<file path="src/rtl/fct_pkg.sv">
package fct_pkg;
    localparam int DATA_W_DEF = 32;
    localparam int NVEC_DEF   = 17;
    localparam int LEGACY_POS = 3;
    localparam int HI_BASE    = 12;

    typedef enum logic {
        SLOT_IDLE  = 1'b0,
        SLOT_ARMED = 1'b1
    } slot_state_e;

    // register bit that triggers vector v
    function automatic int trig_pos(input int v);
        return (v == 0) ? LEGACY_POS : HI_BASE + v;
    endfunction
endpackage

</file>
<file path="src/rtl/fct_slot.sv">
module fct_slot
    import fct_pkg::*;
(
    input  logic clk,
    input  logic rst_n,
    input  logic enable,
    input  logic set_hit,
    input  logic ack,
    output logic req
);
    slot_state_e state_q, state_d;

    // transition logic: ARM, ACCEPT, CANCEL
    always_comb begin
        state_d = state_q;
        unique case (state_q)
            SLOT_IDLE: begin
                if (enable && set_hit) state_d = SLOT_ARMED;   // ARM
            end
            SLOT_ARMED: begin
                if (!enable)  state_d = SLOT_IDLE;             // CANCEL
                else if (ack) state_d = SLOT_IDLE;             // ACCEPT
            end
            default: state_d = SLOT_IDLE;
        endcase
    end

    // state register
    always_ff @(posedge clk or negedge rst_n) begin
        if (!rst_n) state_q <= SLOT_IDLE;
        else        state_q <= state_d;
    end

    // outputs
    always_comb begin
        unique case (state_q)
            SLOT_IDLE:  req = 1'b0;
            SLOT_ARMED: req = 1'b1;
            default:    req = 1'b0;
        endcase
    end
endmodule

</file>
<file path="src/rtl/fct_store.sv">
module fct_store #(
    parameter int DATA_W = 32
) (
    input  logic              clk,
    input  logic              rst_n,
    input  logic              wr_en,
    input  logic [DATA_W-1:0] wr_data,
    input  logic [DATA_W-1:0] keep_mask,
    output logic [DATA_W-1:0] plain_q
);
    always_ff @(posedge clk or negedge rst_n) begin
        if (!rst_n)     plain_q <= '0;
        else if (wr_en) plain_q <= wr_data & keep_mask;
    end
endmodule

</file>
<file path="src/rtl/force_coalesce_trig.sv">
module force_coalesce_trig
    import fct_pkg::*;
#(
    parameter int DATA_W = DATA_W_DEF,
    parameter int NVEC   = NVEC_DEF
) (
    input  logic              clk,
    input  logic              rst_n,
    input  logic              wr_en,
    input  logic [DATA_W-1:0] wr_data,
    output logic [DATA_W-1:0] rd_data,
    input  logic              msix_en,
    input  logic              multivec_en,
    input  logic [NVEC-1:0]   force_ack,
    output logic [NVEC-1:0]   force_req
);
    logic              multi_ok;
    logic [NVEC-1:0]   vec_en;
    logic [DATA_W-1:0] trig_mask;
    logic [DATA_W-1:0] trig_rd;
    logic [DATA_W-1:0] plain_q;

    assign multi_ok = msix_en & multivec_en;

    always_comb begin
        trig_mask = '0;
        for (int v = 0; v < NVEC; v++) trig_mask[trig_pos(v)] = 1'b1;
    end

    genvar gv;
    generate
        for (gv = 0; gv < NVEC; gv++) begin : g_vec
            if (gv == 0) begin : g_legacy
                assign vec_en[gv] = 1'b1;
            end else begin : g_multi
                assign vec_en[gv] = multi_ok;
            end
            fct_slot u_slot (
                .clk     (clk),
                .rst_n   (rst_n),
                .enable  (vec_en[gv]),
                .set_hit (wr_en & wr_data[trig_pos(gv)]),
                .ack     (force_ack[gv]),
                .req     (force_req[gv])
            );
        end
    endgenerate

    fct_store #(.DATA_W(DATA_W)) u_store (
        .clk       (clk),
        .rst_n     (rst_n),
        .wr_en     (wr_en),
        .wr_data   (wr_data),
        .keep_mask (~trig_mask),
        .plain_q   (plain_q)
    );

    always_comb begin
        trig_rd = '0;
        for (int v = 0; v < NVEC; v++)
            trig_rd[trig_pos(v)] = force_req[v] & vec_en[v];
    end

    assign rd_data = plain_q | trig_rd;
endmodule

</file>
<file path="config.mk">
export PLATFORM = sky130hd
export DESIGN_NAME = force_coalesce_trig
export DESIGN_NICKNAME = d
export VERILOG_FILES = /design/src/rtl/fct_pkg.sv /design/src/rtl/fct_slot.sv /design/src/rtl/fct_store.sv /design/src/rtl/force_coalesce_trig.sv
export SDC_FILE = /design/constraint.sdc
export NUM_CORES = 1
export LEC_CHECK = 0
export ABC_AREA = 1
export BUFFER_PORTS_ARGS = -buffer_cell sky130_fd_sc_hd__buf_2
export CAP_MARGIN = 25
export CORE_ASPECT_RATIO = 0.6
export CORE_UTILIZATION = 30
export CTS_BUF_LIST = sky130_fd_sc_hd__clkbuf_2
export CTS_CLUSTER_SIZE = 40
export DETAILED_ROUTE_END_ITERATION = 16
export PLACE_DENSITY_LB_ADDON = 0.12
export SLEW_MARGIN = 20
export SYNTH_ARGS = -nofsm -noshare
export SYNTH_HDL_FRONTEND = slang
export SYNTH_HIERARCHICAL = 1
export SYNTH_SLANG_ARGS = --single-unit
</file>
<file path="constraint.sdc">
create_clock -name clk -period 0.8 [get_ports clk]
set_input_delay 0.08 -clock clk [delete_from_list [all_inputs] [get_ports clk]]
set_output_delay 0.08 -clock clk [all_outputs]
set_load 0.02 [all_outputs]
</file>
==> run_results.csv, run 1 <==
group,metric,value,unit
floorplanning,start_util,32.2,%
routing,drc_errors,0,
pwr,p_total,5.80,mW
setup_path,worstSetupPathType,"reg2out",
routing,drtIter0Drc,79,
clock_network,cts_buffers,5,
setup_path,arrival,1.23,ns
routing,firstDrtPassIters,4,
cells_and_area,n_fill_cell,691,
clock_network,cts_tree,"yes",
synth,synth-edff-count,0,
synth,synthMuxAreaShare,0,%
synth,seq_area_frac_synth,50.6,%
timing,final_max_slew_viol_count,0,
floorplanning,dieArea,8460,sq um
grt,antenna_found_initial,0,
routing,wl_per_cell,11.6,microns
timing,layout_setup_ws,-0.508,ns
clock_network,clock-sinks,49,
cells_and_area,drive_above_1_share,43.3,%
grt,overflow,0,
cells_and_area,syn2layout_area_growth,84.5,%
synth,ys_async_sr_fraction,100,%
pwr,ir_drop,599,uV
pwr,p_leak,2.41,nW
synth,ys_ff_latch,49,
clock_network,h-tree-depth,2,
placed_design,place_inst,551,
floorplanning,row_count,24,
timing,min_period,1.31,ns
run_status,violations,"negative setup slack",
routing,ant_nets,0,
timing,timing.final.hold_violations,0,
timing,rsz0062_at_grt,"yes",
pwr,switchingPower,1.77,mW
routing,routed_wl,7320,microns
placed_design,gp_congestion,0.778,
synth,synth_area_leader_cell,"dfrtp_1",
synth,synth_top_family_by_area,"simple AND/OR/NAND/NOR gates",
timing,max_freq,0.764,GHz
floorplanning,core_area,7540,sq um
run_status,status,"complete, but fails checks",
synth,postSynthCellCount,314,
floorplanning,die_width,118,microns
setup_path,cp-end-kind,"output pin",
timing,worst_hold_slack,0.0550,ns
grt,grt_max_degree,33,
job,cap_viol_max_count,0,
synth,synth_top_area_share,50.6,%
pwr,switching_share,30.4,%
placed_design,dpl.hpwl,4540,microns
cells_and_area,n_antenna_cell,0,
synth,yosys.area_share.xor_xnor,0,%
setup_path,worstPathMaxFanout,2,
synth,yosysMostFrequentCell,"nand2_1",
pwr,seq_power_share,47.6,%
cells_and_area,nets,580,
clock_network,clk_latency,0.41,ns
synth,yosys_warnings,6,
routing,route.vias.total,2594,
synth,ys_types,14,
synth,synth-simple-area-share,37.1,%
worst_hold_path,hp-class,"in2async",
timing,skew,0,ns
pwr,p_clk_share,23.1,%
clock_network,cts_hold_buf,50,
timing,report.final.setup_viol,63,
setup_path,critPathLaunchType,"register",
synth,synth_ff_type,"dfrtp_1",
floorplanning,io_pins,103,
synth,synth-compound-area-share,0,%
grt,grt_pass1_wl,12000,microns
floorplanning,die_h,71.6,microns
cells_and_area,fin_cells,631,
synth,syn_area,2420,sq um
synth,syn_avg_cell_area,7.72,sq um
clock_network,clockBufferDepth,2,
clock_network,clk_pin_slew,0.27,ns
pwr,power_density,1300,nW/um^2
synth,synth_common_cells,"nand2_1, dfrtp_1, nand3_1",
placed_design,port_buffers,102,
setup_path,required,0.72,ns
pwr,combPwrFrac,29.3,%
clock_network,root_buffer,"clkbuf_2",
grt,grtUsageTotal,17.8,%
synth,synth_area_leaders,"dfrtp_1, nand2_1, nand3_1, inv_1, nor2_1",
pwr,internal_power,4.04,mW
routing,vias_per_cell,4.11,
grt,grt_pass1_vias,2597,
synth,synth_fa_ha_area_share,0,%
timing,post-route-period-util,164,%
-- layout make-up --
type / instances / area [sq um] / share of cell area (%)
Multi-Input combinational cell: 248 / 1200 / 26.9
Timing Repair Buffer: 187 / 1690 / 37.8
Sequential cell: 49 / 1250 / 27.9
Inverter: 35 / 136 / 3.05
Clock inverter: 3 / 41.3 / 0.923
Clock buffer: 5 / 25.0 / 0.559
Tap cell: 104 / 130 / 2.91
-- flip-flops by register name, indices dropped and copies added (netlist names) --
register              count
u_store/plain_q          32
g_vec.u_slot/state_q     17
-- path summary, 6_finish.rpt --
path | slack (ns) | cells past startpoint | to | start
min in group clk | 0.13 | 4 | u_store/plain_q[5] | wr_en
max in group asynchronous | 0.28 | 3 | g_vec[3].u_slot/state_q | rst_n
setup reg to reg | -0.15 | 5 | g_vec[15].u_slot/state_q | g_vec[15].u_slot/state_q
hold reg to reg | 0.52 | 2 | u_store/plain_q[19] | u_store/plain_q[19]
hold / removal | 0.06 | 2 | g_vec[6].u_slot/state_q | rst_n
setup / recovery | -0.51 | 2 | rd_data[3] | u_store/plain_q[3]
-- per-layer routing --
| layer | wire [microns] | vias to the layer above | global-route usage, % |
|---|---|---|---|
| li1 | - | 1333 | - |
| met1 | 3380 | 1199 | 22.5 |
| met2 | 3650 | 60 | 31.7 |
| met3 | 260 | 2 | 3.66 |
| met4 | 27 | 0 | 3.85 |
| met5 | 0 | - | 0 |
-- cells by family after synthesis --
logic type | count (synthesis)
other cells | 2
buf+inv | 48
flops | 49
simple gates | 215
-- metrics by stage --
stage / util [%] / setup TNS, ns / area, sq um / setup slack, ns
after floorplan: - / -0.0375 / 2560 / -0.0375
after global placement: 42.4 / -0.0527 / 3200 / -0.0309
after detailed placement: 42.4 / -0.130 / 3200 / -0.0376
after CTS: 57.2 / -20.31 / 4310 / -0.559
after global routing: 59.3 / -23.45 / 4470 / -0.613
final: 59.3 / -18.01 / 4470 / -0.508
-- power by group through the flow --
stage	Clock, mW	Combinational, mW	Sequential (mW)
2_1_floorplan	0	0.548	2.89
3_3_place_gp	0	1.11	2.78
3_5_place_dp	0	1.12	2.78
4_1_cts	1.41	1.61	2.76
5_1_grt	1.51	1.85	2.79
6_report	1.34	1.70	2.76
-- cell usage in the layout, fill, tap and decap left out --
master,n
clkbuf_2,5
buf_4,15
inv_2,1
bufinv_16,1
dfrtp_1,33
nand3_2,16
nand2_1,88
dlygate4sd3_1,50
inv_1,33
conb_1,33
clkinvlp_4,1
nand2_4,1
nand2_2,43
buf_12,4
or2_4,1
nor2_2,5
inv_6,1
clkinv_1,1
buf_6,65
nand3_1,32
buf_2,53
nor2_1,29
dfrtp_2,16
-- critical path, stage by stage, from the launching register on --
cell	delay (ns)
dfrtp_1	0.44
or2_4	0.25
buf_6	0.13
-- repair_timing --
action | 4_1_cts | 5_1_grt
resized for setup | 126 | 43
setup buffers | 18 | 5
pin swaps | 32 | 24
setup endpoints to repair | 50 | 65
endpoints found under the hold margin | 81 | 4
cloned | 0 | 0
(Power assumes the default switching activity.)
==> run 2, diff against run 1 <==
--- a/config.mk
+++ b/config.mk
@@ -13,7 +13,7 @@
 export CTS_BUF_LIST = sky130_fd_sc_hd__clkbuf_2
 export CTS_CLUSTER_SIZE = 40
 export DETAILED_ROUTE_END_ITERATION = 16
-export PLACE_DENSITY_LB_ADDON = 0.12
+export PLACE_DENSITY = 0.69
 export SLEW_MARGIN = 20
 export SYNTH_ARGS = -nofsm -noshare
 export SYNTH_HDL_FRONTEND = slang
==> run 2 against run 1 <==
Against the previous run:
- die area unchanged
- total power is 1.4% higher
- largest power group unchanged
- highest routed layer unchanged
- the run still ends with negative setup slack left
- via count grew 3.5%
- wire length rose by 6.5%
- final area rose by 1.7%
- sequential power is essentially flat
- largest cell class unchanged
- setup slack worse by 0.019 ns
- critical endpoint unchanged
- non-clock buffer count is 8 higher
- cell count grew 1.3%
- first-iteration DRC count fell by 18%
==> run_results.csv, run 2 (synthesis gave the netlist of run 1 again) <==
group,metric,value,unit
run_status,status,"complete, but fails checks",
run_status,violations,"negative setup slack",
grt,grtUsageTotal,19.3,%
grt,antenna_found_initial,0,
cells_and_area,design_area,4550,sq um
clock_network,clock-sinks,49,
setup_path,required,0.72,ns
floorplanning,io_pins,103,
setup_path,critPathLaunchType,"register",
pwr,seq_power_share,47.1,%
floorplanning,start_util,32.2,%
routing,wl_per_cell,12.2,microns
routing,drc_errors,0,
timing,rsz0062_at_grt,"yes",
floorplanning,die_width,118,microns
routing,route.vias.total,2684,
worst_hold_path,hp-class,"in2async",
clock_network,root_buffer,"clkbuf_2",
floorplanning,row_count,24,
timing,max_freq,0.753,GHz
floorplanning,core_area,7540,sq um
setup_path,cp-end-kind,"output pin",
placed_design,dpl.hpwl,4600,microns
clock_network,cts_buffers,5,
grt,grt_pass1_wl,12800,microns
grt,grt_max_degree,33,
timing,post-route-period-util,166,%
routing,firstDrtPassIters,4,
placed_design,port_buffers,102,
clock_network,cts_hold_buf,50,
setup_path,worstPathMaxFanout,2,
cells_and_area,final_common_cell,"nand2_1",
routing,drtIter0Drc,65,
placed_design,dpl-instance-area,3200,sq um
floorplanning,die_h,71.6,microns
routing,routed_wl,7790,microns
clock_network,clk_latency,0.42,ns
placed_design,place_inst,551,
pwr,internal_power,4.10,mW
clock_network,clockBufferDepth,2,
timing,skew,0,ns
setup_path,worstSetupPathType,"reg2out",
timing,final_max_slew_viol_count,0,
cells_and_area,largest_register,"u_store/plain_q",
cells_and_area,mostFrequentLayoutCells,"nand2_1, buf_6, buf_2, dlygate4sd3_1, nand2_2",
timing,timing.final.hold_violations,0,
cells_and_area,top_regs,"u_store/plain_q x32, g_vec.u_slot/state_q x17",
setup_path,arrival,1.25,ns
grt,grt_pass1_vias,2750,
timing,layout_setup_ws,-0.527,ns
pwr,ir_drop,888,uV
clock_network,h-tree-depth,2,
cells_and_area,drive_above_1_share,43.9,%
routing,ant_nets,0,
clock_network,clk_pin_slew,0.26,ns
cells_and_area,n_antenna_cell,0,
placed_design,place_ws,-0.0640,ns
floorplanning,dieArea,8460,sq um
routing,vias_per_cell,4.20,
cells_and_area,largest_register_ffs,32,
timing,min_period,1.33,ns
clock_network,cts_tree,"yes",
cells_and_area,nets,588,
cells_and_area,fin_cells,639,
pwr,combPwrFrac,30.2,%
pwr,power_density,1290,nW/um^2
cells_and_area,syn2layout_area_growth,87.7,%
pwr,p_total,5.89,mW
pwr,p_leak,2.47,nW
timing,report.final.setup_viol,65,
pwr,switching_share,30.3,%
pwr,switchingPower,1.79,mW
grt,overflow,0,
job,cap_viol_max_count,0,
placed_design,gp_congestion,0.831,
pwr,p_clk_share,22.8,%
run 2: cell types whose count changed in the layout (fill, tap and decap cells not counted), moves of 2 or more:
cell     change
nor2_1       +3
nor2_2       -3
buf_6        +4
nand2_4      +2
buf_4        +4
run 2: stage by stage:
stage                     hold slack, ns  setup TNS [ns]  utilization [%]
final                            0.00449          -19.47             60.4
after global routing             -0.0454          -24.76             60.4
after CTS                        -0.0719          -21.60             57.8
after detailed placement         -0.0442          -0.674             42.4
after global placement           -0.0470          -0.107             42.4
after floorplan                   -0.216         -0.0375                -
run 2: path summary, 6_finish.rpt:
kind | end | slack [ns] | depth (start not counted) | from
hold reg to reg | u_store/plain_q[17] | 0.51 | 2 | u_store/plain_q[17]
setup / recovery | rd_data[3] | -0.53 | 2 | g_vec[0].u_slot/state_q
hold / removal | g_vec[13].u_slot/state_q | 0.004 | 2 | rst_n
setup reg to reg | g_vec[11].u_slot/state_q | -0.15 | 5 | g_vec[11].u_slot/state_q
max in group asynchronous | g_vec[5].u_slot/state_q | 0.33 | 3 | rst_n
min in group clk | g_vec[6].u_slot/state_q | 0.08 | 5 | wr_en
run 2: timing repair:
action                     4_1_cts  5_1_grt
setup endpoints to repair       49       69
setup buffers                   24        7
resized for setup              125       49
gates cloned                     0        0
pin swaps                       30       27
hold endpoints to repair        81        5
run 2: power by group through the flow:
stage | Combinational [mW] | Sequential, mW | Clock, mW
final | 1.78 | 2.77 | 1.34
after global routing | 1.93 | 2.79 | 1.50
after CTS | 1.65 | 2.76 | 1.44
after detailed placement | 1.11 | 2.78 | 0
after global placement | 1.09 | 2.78 | 0
after floorplan | 0.548 | 2.89 | 0
run 2: per-layer routing:
layer	global-route usage [%]	share of wire [%]	routed length, microns	vias to the layer above
met4	5.27	1.3	102	0
met5	0	0	0	-
met1	23.3	43	3360	1230
met3	4.78	4.8	377	14
met2	34.7	51	3960	86
li1	-	-	-	1354
run 2: final cells by class:
| cell class | count | area [sq um] |
|---|---|---|
| timing repair buffer | 195 | 1770 |
| tap | 104 | 130 |
| inverter | 35 | 136 |
| clock inverter | 2 | 33.8 |
| fill | 643 | 2990 |
| multi-input combinational | 248 | 1210 |
| clock buffer | 6 | 30.0 |
| sequential | 49 | 1250 |
run 2: critical path, cell delays in order, from the launching register on:
cell and delay (ns):
dfrtp_1 0.44, or2_4 0.25, buf_6 0.13
==> run 3, diff against run 2 <==
--- a/config.mk
+++ b/config.mk
@@ -13,7 +13,7 @@
 export CTS_BUF_LIST = sky130_fd_sc_hd__clkbuf_2
 export CTS_CLUSTER_SIZE = 40
 export DETAILED_ROUTE_END_ITERATION = 16
-export PLACE_DENSITY = 0.69
+export PLACE_DENSITY = 0.67
 export SLEW_MARGIN = 20
 export SYNTH_ARGS = -nofsm -noshare
 export SYNTH_HDL_FRONTEND = slang
==> constraint.sdc (replaced) <==
create_clock -name clk -period 1.54 [get_ports clk]
set_input_delay 0.154 -clock clk [delete_from_list [all_inputs] [get_ports clk]]
set_output_delay 0.154 -clock clk [all_outputs]
set_load 0.02 [all_outputs]
==> run 3 against run 2 <==
Against the previous run:
- the flow now finishes without violations
- flip-flop and latch count did not move
- core utilization fell by 12 points
- combinational power fell by 64%
- setup slack improved by 0.63 ns
- global-route usage fell by 2.3 points
- first-iteration DRC count rose by 120%
- die area did not move
==> run_results.csv, run 3 (synthesis gave the netlist of run 1 again) <==
group,metric,value,unit
setup_path,rr_worst_depth,5,
routing,drtIter0Drc,145,
timing,post-route-period-util,93.2,%
floorplanning,row_count,24,
pwr,p_leak,2.22,nW
worst_hold_path,worstHoldStart,"wr_data[27]",
timing,finalSetupTns,0,ns
cells_and_area,mostFrequentLayoutCells,"nand2_1, buf_2, dfrtp_1, nand3_1, dlygate4sd3_1",
floorplanning,dieArea,8460,sq um
setup_path,worstPathMaxFanout,4,
routing,drc_errors,0,
run_status,status,"completed",
placed_design,gp_congestion,0.813,
pwr,ir_drop,400,uV
pwr,power_density,758,nW/um^2
clock_network,h-tree-depth,2,
cells_and_area,n_antenna_cell,0,
worst_hold_path,whs_endpoint,"g_vec[15].u_slot/state_q",
clock_network,root_buffer,"clkbuf_2",
cells_and_area,drive_above_1_share,26.4,%
setup_path,arrival,1.28,ns
routing,vias_per_cell,4.20,
grt,grt_pass1_wl,11300,microns
grt,grt_max_degree,33,
cells_and_area,final_common_cell,"nand2_1",
worst_hold_path,whs_path_depth,5,
grt,grtUsageTotal,17.0,%
clock_network,cts_buffers,5,
setup_path,critPathLaunchType,"register",
timing,rsz0062_at_grt,"no",
setup_path,worstSetupPathType,"reg2out",
placed_design,dpl-instance-area,3070,sq um
cells_and_area,largest_register_ffs,32,
timing,relSlewSlack,63.5,%
setup_path,required,1.39,ns
timing,max_freq,0.696,GHz
setup_path,reg2reg_to,"g_vec[10].u_slot/state_q",
routing,route.vias.total,2521,
clock_network,cts_tree,"yes",
setup_path,cp-end-kind,"output pin",
cells_and_area,design_area,3630,sq um
timing,timing.final.hold_violations,0,
timing,min_period,1.44,ns
routing,routed_wl,6930,microns
cells_and_area,nets,550,
worst_hold_path,hp-class,"in2reg",
cells_and_area,top_regs,"u_store/plain_q x32, g_vec.u_slot/state_q x17",
grt,overflow,0,
placed_design,port_buffers,102,
floorplanning,die_width,118,microns
grt,antenna_found_initial,0,
clock_network,clockBufferDepth,2,
clock_network,clk_latency,0.42,ns
timing,skew,0,ns
routing,wl_per_cell,11.5,microns
floorplanning,core_area,7540,sq um
cells_and_area,largest_register,"u_store/plain_q",
floorplanning,io_pins,103,
job,cap_viol_max_count,0,
floorplanning,start_util,32.2,%
floorplanning,die_h,71.6,microns
cells_and_area,syn2layout_area_growth,49.5,%
placed_design,dpl.hpwl,4760,microns
clock_network,clock-sinks,49,
clock_network,clk_pin_slew,0.26,ns
timing,report.final.setup_viol,0,
routing,firstDrtPassIters,4,
setup_path,r2r_slack,0.14,ns
timing,tightest_slew,0.547,ns
setup_path,r2r_start,"g_vec[10].u_slot/state_q",
grt,grt_pass1_vias,2425,
routing,ant_nets,0,
timing,final_max_slew_viol_count,0,
==> run 3: cell count changes in the layout (fill, tap and decap cells not counted), sizes merged <==
cell	change
buf	-34
clkbuf	-1
dlygate4sd3	-4
==> run 3: where the power goes <==
part / leakage (nW) / internal (mW) / switching [mW] / total, mW
logic: 1.53 / 0.272 / 0.369 / 0.641
registers: 0.649 / 1.37 / 0.0559 / 1.42
clock network: 0.0388 / 0.263 / 0.419 / 0.682
==> run 3: cell type report <==
cell class | count | area [sq um]
Sequential cell | 49 | 1230
Fill cell | 765 | 3910
Tap cell | 104 | 130
Clock buffer | 5 | 25.0
Clock inverter | 2 | 35.0
Multi-Input combinational cell | 248 | 1030
Inverter | 35 | 136
Timing Repair Buffer | 157 | 1050
==> run 3: worst max-delay path by stage <==
stage                                  start                       end  slack, ns  depth (start not counted)
finish               g_vec[8].u_slot/state_q               rd_data[20]       0.10                          3
global route        g_vec[10].u_slot/state_q               rd_data[22]      0.006                          3
CTS                  g_vec[0].u_slot/state_q                rd_data[3]      0.002                          2
detailed placement                   msix_en   g_vec[4].u_slot/state_q       0.37                          5
global placement                     msix_en  g_vec[15].u_slot/state_q       0.46                          5
floorplan            g_vec[0].u_slot/state_q                rd_data[3]       0.56                          1
==> run 3: timing repair <==
item                                    4_1_cts  5_1_grt
hold endpoints to repair                     81        0
gates resized for setup                       0        4
setup buffers                                 0        3
hold buffers                                 46        0
endpoints found under the setup margin        0        3
==> run 3: per-stage QoR <==
stage	std cells	setup slack (ns)	hold slack [ns]	utilization (%)	power [mW]
global route	600	0.00647	0.0108	48.1	2.91
detailed placement	544	0.369	0.159	40.8	1.99
floorplan	345	0.560	-0.142	-	1.78
finish	600	0.104	0.0420	48.1	2.75
CTS	597	0.00187	0.000957	47.7	2.78
global placement	544	0.462	0.153	40.8	1.98
==> run 3: worst max-delay path, stage by stage (launching register included) <==
cell and delay [ns]:
dfrtp_1 0.46, nand3_1 0.11, nand2_1 0.10, buf_2 0.17
==> run 3: layer usage <==
metal | track usage, % | wire, microns | share of wire (%)
met1 | 21.7 | 3200 | 46
met2 | 28.2 | 3140 | 45
met3 | 5.25 | 515 | 7.4
met4 | 4.56 | 72 | 1.0
met5 | 0 | 0 | 0
